File: config.mk
export PLATFORM = sky130hd
export DESIGN_NAME = vfc_ctrl
export DESIGN_NICKNAME = d
export VERILOG_FILES = /design/src/rtl/vfc_pkg.sv /design/src/rtl/vfc_req_hold.sv /design/src/rtl/vfc_countdown.sv /design/src/rtl/vfc_seq.sv /design/src/rtl/vfc_ctrl.sv
export SDC_FILE = /design/constraint.sdc
export NUM_CORES = 1
export LEC_CHECK = 0
export ABC_AREA = 1
export BUFFER_PORTS_ARGS = -buffer_cell sky130_fd_sc_hd__clkbuf_2
export CAP_MARGIN = 10
export CORE_UTILIZATION = 57
export CTS_CLUSTER_DIAMETER = 120
export CTS_CLUSTER_SIZE = 12
export DETAILED_ROUTE_END_ITERATION = 12
export GPL_ROUTABILITY_DRIVEN = 0
export PLACE_DENSITY = 0.81
export SYNTH_ARGS = -nofsm -noshare
export SYNTH_HDL_FRONTEND = slang
export SYNTH_HIERARCHICAL = 1
export SYNTH_SLANG_ARGS = --single-unit
File: constraint.sdc
create_clock -name clk -period 3.9 [get_ports clk]
set_input_delay 0.195 -clock clk [delete_from_list [all_inputs] [get_ports clk]]
set_output_delay 0.195 -clock clk [all_outputs]
set_load 0.01 [all_outputs]
File: src/rtl/vfc_pkg.sv
package vfc_pkg;
  typedef enum logic [1:0] {
    ST_IDLE    = 2'd0,
    ST_UP_WAIT = 2'd1,
    ST_DN_WAIT = 2'd2,
    ST_OL_WAIT = 2'd3
  } vfc_state_t;
endpackage

File: src/rtl/vfc_req_hold.sv
module vfc_req_hold #(
  parameter int LVL_W = 3
) (
  input  logic             clk,
  input  logic             rst,
  input  logic             req_valid,
  input  logic [LVL_W-1:0] req_level,
  input  logic             take,
  output logic             pend_valid,
  output logic [LVL_W-1:0] pend_level
);
  // Newest request wins; a strobe in the cycle of a take keeps the slot full.
  always_ff @(posedge clk) begin
    if (rst) begin
      pend_valid <= 1'b0;
      pend_level <= '0;
    end else if (req_valid) begin
      pend_valid <= 1'b1;
      pend_level <= req_level;
    end else if (take) begin
      pend_valid <= 1'b0;
    end
  end
endmodule

File: src/rtl/vfc_countdown.sv
module vfc_countdown #(
  parameter int W = 16
) (
  input  logic         clk,
  input  logic         rst,
  input  logic         load,
  input  logic [W-1:0] load_val,
  input  logic         dec,
  output logic         zero
);
  logic [W-1:0] cnt;

  always_ff @(posedge clk) begin
    if (rst) begin
      cnt <= '0;
    end else if (load) begin
      cnt <= load_val;
    end else if (dec && cnt != '0) begin
      cnt <= cnt - 1'b1;
    end
  end

  assign zero = (cnt == '0);
endmodule

File: src/rtl/vfc_seq.sv
module vfc_seq
  import vfc_pkg::*;
#(
  parameter int LVL_W    = 3,
  parameter int VC_W     = 7,
  parameter int SETTLE_W = 8,
  parameter int OLD_W    = 16,
  parameter int TMR_W    = 16
) (
  input  logic                clk,
  input  logic                rst,
  input  logic                open_loop,
  input  logic [VC_W-1:0]     vcode_min,
  input  logic [VC_W-1:0]     vcode_max,
  input  logic [SETTLE_W-1:0] settle_cycles,
  input  logic [OLD_W-1:0]    ol_delay,
  input  logic                pend_valid,
  input  logic [LVL_W-1:0]    pend_level,
  input  logic                mon_pass,
  input  logic                tmr_zero,
  output logic                take,
  output logic                tmr_load,
  output logic [TMR_W-1:0]    tmr_val,
  output logic                tmr_dec,
  output logic [LVL_W-1:0]    cur_level,
  output logic [LVL_W-1:0]    test_sel,
  output logic                test_en,
  output logic [VC_W-1:0]     vcode,
  output logic                err_flag,
  output logic                in_flight
);
  vfc_state_t       state;
  logic [LVL_W-1:0] tgt;

  logic going_up, going_dn;
  assign take     = (state == ST_IDLE) && pend_valid;
  assign going_up = pend_level > cur_level;
  assign going_dn = pend_level < cur_level;

  // Timer control: reload on entry to a wait or after each voltage step.
  always_comb begin
    tmr_load = 1'b0;
    tmr_val  = TMR_W'(settle_cycles);
    tmr_dec  = 1'b0;
    case (state)
      ST_IDLE: begin
        if (take && going_up && open_loop) begin
          tmr_load = 1'b1;
          tmr_val  = TMR_W'(ol_delay);
        end else if (take && !open_loop && (going_up || going_dn)) begin
          tmr_load = 1'b1;
        end
      end
      ST_UP_WAIT: begin
        if (!tmr_zero) tmr_dec = 1'b1;
        else if (!mon_pass && vcode < vcode_max) tmr_load = 1'b1;
      end
      ST_DN_WAIT: begin
        if (!tmr_zero) tmr_dec = 1'b1;
        else if (mon_pass && vcode > vcode_min) tmr_load = 1'b1;
      end
      default: begin
        if (!tmr_zero) tmr_dec = 1'b1;
      end
    endcase
  end

  always_ff @(posedge clk) begin
    if (rst) begin
      state     <= ST_IDLE;
      tgt       <= '0;
      cur_level <= '0;
      test_sel  <= '0;
      test_en   <= 1'b0;
      vcode     <= vcode_max;
      err_flag  <= 1'b0;
    end else begin
      case (state)
        ST_IDLE: begin
          if (take) begin
            tgt <= pend_level;
            if (going_up) begin
              if (open_loop) begin
                vcode <= vcode_max;
                state <= ST_OL_WAIT;
              end else begin
                test_sel <= pend_level;
                test_en  <= 1'b1;
                state    <= ST_UP_WAIT;
              end
            end else if (going_dn) begin
              cur_level <= pend_level;
              if (!open_loop) begin
                test_sel <= pend_level;
                test_en  <= 1'b1;
                state    <= ST_DN_WAIT;
              end
            end
          end
        end
        ST_UP_WAIT: begin
          if (tmr_zero) begin
            if (mon_pass) begin
              cur_level <= tgt;
              test_en   <= 1'b0;
              state     <= ST_IDLE;
            end else if (vcode >= vcode_max) begin
              err_flag <= 1'b1;
              test_en  <= 1'b0;
              state    <= ST_IDLE;
            end else begin
              vcode <= vcode + 1'b1;
            end
          end
        end
        ST_DN_WAIT: begin
          if (tmr_zero) begin
            if (!mon_pass) begin
              vcode   <= vcode + 1'b1;
              test_en <= 1'b0;
              state   <= ST_IDLE;
            end else if (vcode <= vcode_min) begin
              test_en <= 1'b0;
              state   <= ST_IDLE;
            end else begin
              vcode <= vcode - 1'b1;
            end
          end
        end
        default: begin
          if (tmr_zero) begin
            cur_level <= tgt;
            state     <= ST_IDLE;
          end
        end
      endcase
    end
  end

  assign in_flight = (state != ST_IDLE);
endmodule

File: src/rtl/vfc_ctrl.sv
module vfc_ctrl #(
  parameter int LVL_W    = 3,
  parameter int VC_W     = 7,
  parameter int SETTLE_W = 8,
  parameter int OLD_W    = 16
) (
  input  logic                clk,
  input  logic                rst,
  input  logic                open_loop,
  input  logic [VC_W-1:0]     vcode_min,
  input  logic [VC_W-1:0]     vcode_max,
  input  logic [SETTLE_W-1:0] settle_cycles,
  input  logic [OLD_W-1:0]    ol_delay,
  input  logic                req_valid,
  input  logic [LVL_W-1:0]    req_level,
  input  logic                mon_pass,
  output logic [LVL_W-1:0]    cur_level,
  output logic [LVL_W-1:0]    test_sel,
  output logic                test_en,
  output logic [VC_W-1:0]     vcode,
  output logic                busy,
  output logic                err_flag
);
  localparam int TMR_W = (SETTLE_W > OLD_W) ? SETTLE_W : OLD_W;

  logic             pend_valid;
  logic [LVL_W-1:0] pend_level;
  logic             take;
  logic             tmr_load, tmr_dec, tmr_zero;
  logic [TMR_W-1:0] tmr_val;
  logic             in_flight;

  vfc_req_hold #(.LVL_W(LVL_W)) u_hold (
    .clk        (clk),
    .rst        (rst),
    .req_valid  (req_valid),
    .req_level  (req_level),
    .take       (take),
    .pend_valid (pend_valid),
    .pend_level (pend_level)
  );

  vfc_countdown #(.W(TMR_W)) u_tmr (
    .clk      (clk),
    .rst      (rst),
    .load     (tmr_load),
    .load_val (tmr_val),
    .dec      (tmr_dec),
    .zero     (tmr_zero)
  );

  vfc_seq #(
    .LVL_W(LVL_W), .VC_W(VC_W), .SETTLE_W(SETTLE_W),
    .OLD_W(OLD_W), .TMR_W(TMR_W)
  ) u_seq (
    .clk           (clk),
    .rst           (rst),
    .open_loop     (open_loop),
    .vcode_min     (vcode_min),
    .vcode_max     (vcode_max),
    .settle_cycles (settle_cycles),
    .ol_delay      (ol_delay),
    .pend_valid    (pend_valid),
    .pend_level    (pend_level),
    .mon_pass      (mon_pass),
    .tmr_zero      (tmr_zero),
    .take          (take),
    .tmr_load      (tmr_load),
    .tmr_val       (tmr_val),
    .tmr_dec       (tmr_dec),
    .cur_level     (cur_level),
    .test_sel      (test_sel),
    .test_en       (test_en),
    .vcode         (vcode),
    .err_flag      (err_flag),
    .in_flight     (in_flight)
  );

  assign busy = in_flight | pend_valid;
endmodule

==> impl_metrics.tcl <==
set metrics [dict create \
    drcViolationCount 0 \
    cp-end-kind "register" \
    finalCritPeriodShare 0.846 \
    ios 62 \
    dr_total_vias 3578 \
    synthCells 555 \
    synth-xor-area-share 0.0208 \
    num_rows 27 \
    drive_gt1_frac 0.162 \
    start_util 0.600 \
    dieArea_sq_um 6220 \
    synth_cell_types 35 \
    crit_arrival_ns 3.50 \
    post-place-ws_ns 0.633 \
    grt_max_degree 23 \
    rsz0062_at_grt "false" \
    antenna_found_initial 0 \
    layout_common_cells "nand2_1, nor2_1, inv_1" \
    cts_made_buffers 5 \
    die_w_microns 78.9 \
    ys_ff_latch 40 \
    portBuffers 61 \
    outcome "finished, final reports clean" \
    cts_tree "done" \
    critPathKind "register to register" \
    nets 685 \
    synth-compound-area-share 0.124 \
    clock_sinks 40 \
    grt.total_usage 0.276 \
    post_drt_via_cell_ratio 5.20 \
    worst_pin_slew_ns 0.821 \
    n_antenna_cell 0 \
    holdCritPathClass "input pin to register" \
    post_drt_wl_per_cell_microns 11.7 \
    path_clk_slew_ns 0.08 \
    die_h_microns 78.9 \
    grt_pass1_wl_microns 13900 \
    timing.slew.headroom 0.451 \
    ctsHoldBuffers 0 \
    wirelength_microns 8060 \
    leakagePower_uw 0.00209 \
    max_cap_violations 0 \
    syn_area_per_cell_sq_um 6.07 \
    layout_commonest_cell "nand2_1" \
    ir_drop_mv 0.334 \
    hold_viol 0 \
    area_delta_synth_final_pct 13.6 \
    clk_latency_ns 0.30 \
    grt_pass1_vias 3306 \
    synthSimpleGateAreaFrac 0.388 \
    start_kind "register" \
    skew_ns 0.00568 \
    setup_violations 0 \
    yosys_warnings 6 \
    post_cts.repair.setup_buffers 0 \
    fin_setup_tns_ns 0 \
    cp.required_ns 4.10 \
    max_freq_mhz 303 \
    postRouteAntennaNets 0 \
    maxSlewViolCount 0 \
    drtIter0Drc 223 \
    synth_fa_ha_area_frac 0.0892 \
    synth_top_family_by_area "simple AND/OR/NAND/NOR gates" \
    dp_hpwl_microns 6170 \
    clock_path_buffers 2 \
    cts.repair.resized 0 \
    synth_nets 625 \
    clockRootBuffer "clkbuf_8" \
    htreeDepth 2 \
    pwr_density_cell_nw_per_um2 791 \
    setup_slack_ns 0.601 \
    core-area_sq_um 5610 \
    synth.cell_area_sq_um 3370 \
    firstDrtPassIters 5 \
    crit_fanout 22 \
    fin_crit_ns 3.30 \
    gr-total-overflow 0 \
    synthMuxAreaShare 0 \
    ys_seq_area_frac 0.259 \
]
## logic make-up (layout without fill, tap and decap cells)
group,count (synthesis),in the layout
adders and majority gates,24,24
and+or+nand+nor,304,304
AOI/OAI and AO/OA,77,77
DFF,40,40
buffers and inverters,102,163
xor gates and xnor gates,8,8
## synth_stat cells
cell type  number  area share
nor3_1          1      0.0015
nand3_2         1      0.0030
nor2_4          2      0.0067
o22ai_1         1      0.0019
xnor2_1         3      0.0078
nand2_4         3       0.010
o21ai_2         1      0.0026
inv_1          89       0.099
nand4_1         4      0.0074
a31oi_1         1      0.0019
dfxtp_1        33        0.20
a21oi_1        24       0.036
inv_2           3      0.0033
buf_6           2      0.0067
a21oi_2         4       0.010
o21ai_0        38       0.056
nand2_2         4      0.0074
nor2_1        106        0.12
nor4_2          1      0.0037
xor2_1          5       0.013
nor2_2          7       0.013
o221ai_1        2      0.0052
ha_1           24       0.089
nand4_2         1      0.0037
nor3b_1         1      0.0022
o21ai_1         5      0.0074
edfxtp_1        7       0.062
buf_2           5      0.0074
o211ai_1        1      0.0022
nand3_1        33       0.049
clkbuf_1        3      0.0033
nor4_1          1      0.0019
or2_2           2      0.0037
nand3b_1        3      0.0067
nand2_1       134        0.15
## layout make-up
cell class | count | area, sq um
Inverter | 92 | 345
Multi-Input combinational cell | 413 | 2090
Clock buffer | 6 | 93.8
Tap cell | 72 | 90.1
Sequential cell | 40 | 871
Fill cell | 530 | 1780
Clock inverter | 2 | 11.3
Timing Repair Buffer | 63 | 320
## metal layers
| layer | vias up | wire length [microns] | track usage |
|---|---|---|---|
| li1 | 1860 | - | - |
| met1 | 1595 | 3840 | 0.340 |
| met2 | 111 | 3690 | 0.485 |
| met3 | 12 | 401 | 0.0448 |
| met4 | 0 | 130 | 0.0964 |
| met5 | - | 0 | 0 |
## worst max-delay path, stage by stage, from the launching register on
cell,delay (ns)
dfxtp_1,0.37
inv_1,0.11
ha_1,0.56
nand2_1,0.15
inv_1,0.14
nand4_2,0.11
buf_4,0.21
nand2_1,0.08
inv_1,0.04
a21oi_1,0.38
inv_1,0.45
nand2_4,0.31
inv_1,0.12
nor2_1,0.12
nor2_1,0.04
## worst paths after layout
check | startpoint | to | slack, ns | cells past startpoint
worst max-delay path | u_seq/state[0]$_SDFFE_PP0P_ | u_tmr/cnt[6]$_SDFFE_PP0P_ | 0.60 | 14
worst min-delay path | req_level[2] | u_hold/pend_level[2]$_SDFFE_PP0P_ | 0.12 | 3
worst min register to register | u_seq/test_sel[1]$_SDFFE_PP0P_ | u_seq/test_sel[1]$_SDFFE_PP0P_ | 0.45 | 2
worst max register to register | u_seq/state[0]$_SDFFE_PP0P_ | u_tmr/cnt[6]$_SDFFE_PP0P_ | 0.60 | 14
## flip-flops by register name, summed over array words and instances (netlist names)
name	flops
u_hold/pend_level	3
u_tmr/cnt	16
u_seq/state	2
u_seq/cur_level	3
u_hold/pend_valid	1
u_seq/err_flag	1
u_seq/tgt	3
u_seq/vcode	7
u_seq/test_sel	3
u_seq/test_en	1
## through the flow
| stage | util | std cells | power [uW] | cell area [sq um] | hold slack (ns) |
|---|---|---|---|---|---|
| floorplan | - | 555 | 2270 | 3370 | 0.257 |
| global placement | 0.663 | 680 | 2610 | 3720 | 0.425 |
| detailed placement | 0.663 | 680 | 2670 | 3720 | 0.423 |
| CTS | 0.682 | 688 | 3010 | 3820 | 0.109 |
| global route | 0.682 | 688 | 3360 | 3820 | 0.133 |
| finish | 0.682 | 688 | 3030 | 3820 | 0.120 |
## where the power goes
part / internal, uW / switching, uW
combinational: 673 / 1290
clock: 164 / 158
sequential: 583 / 162
total: 1420 / 1610
Note: power is estimated with default switching activity, not from simulation.
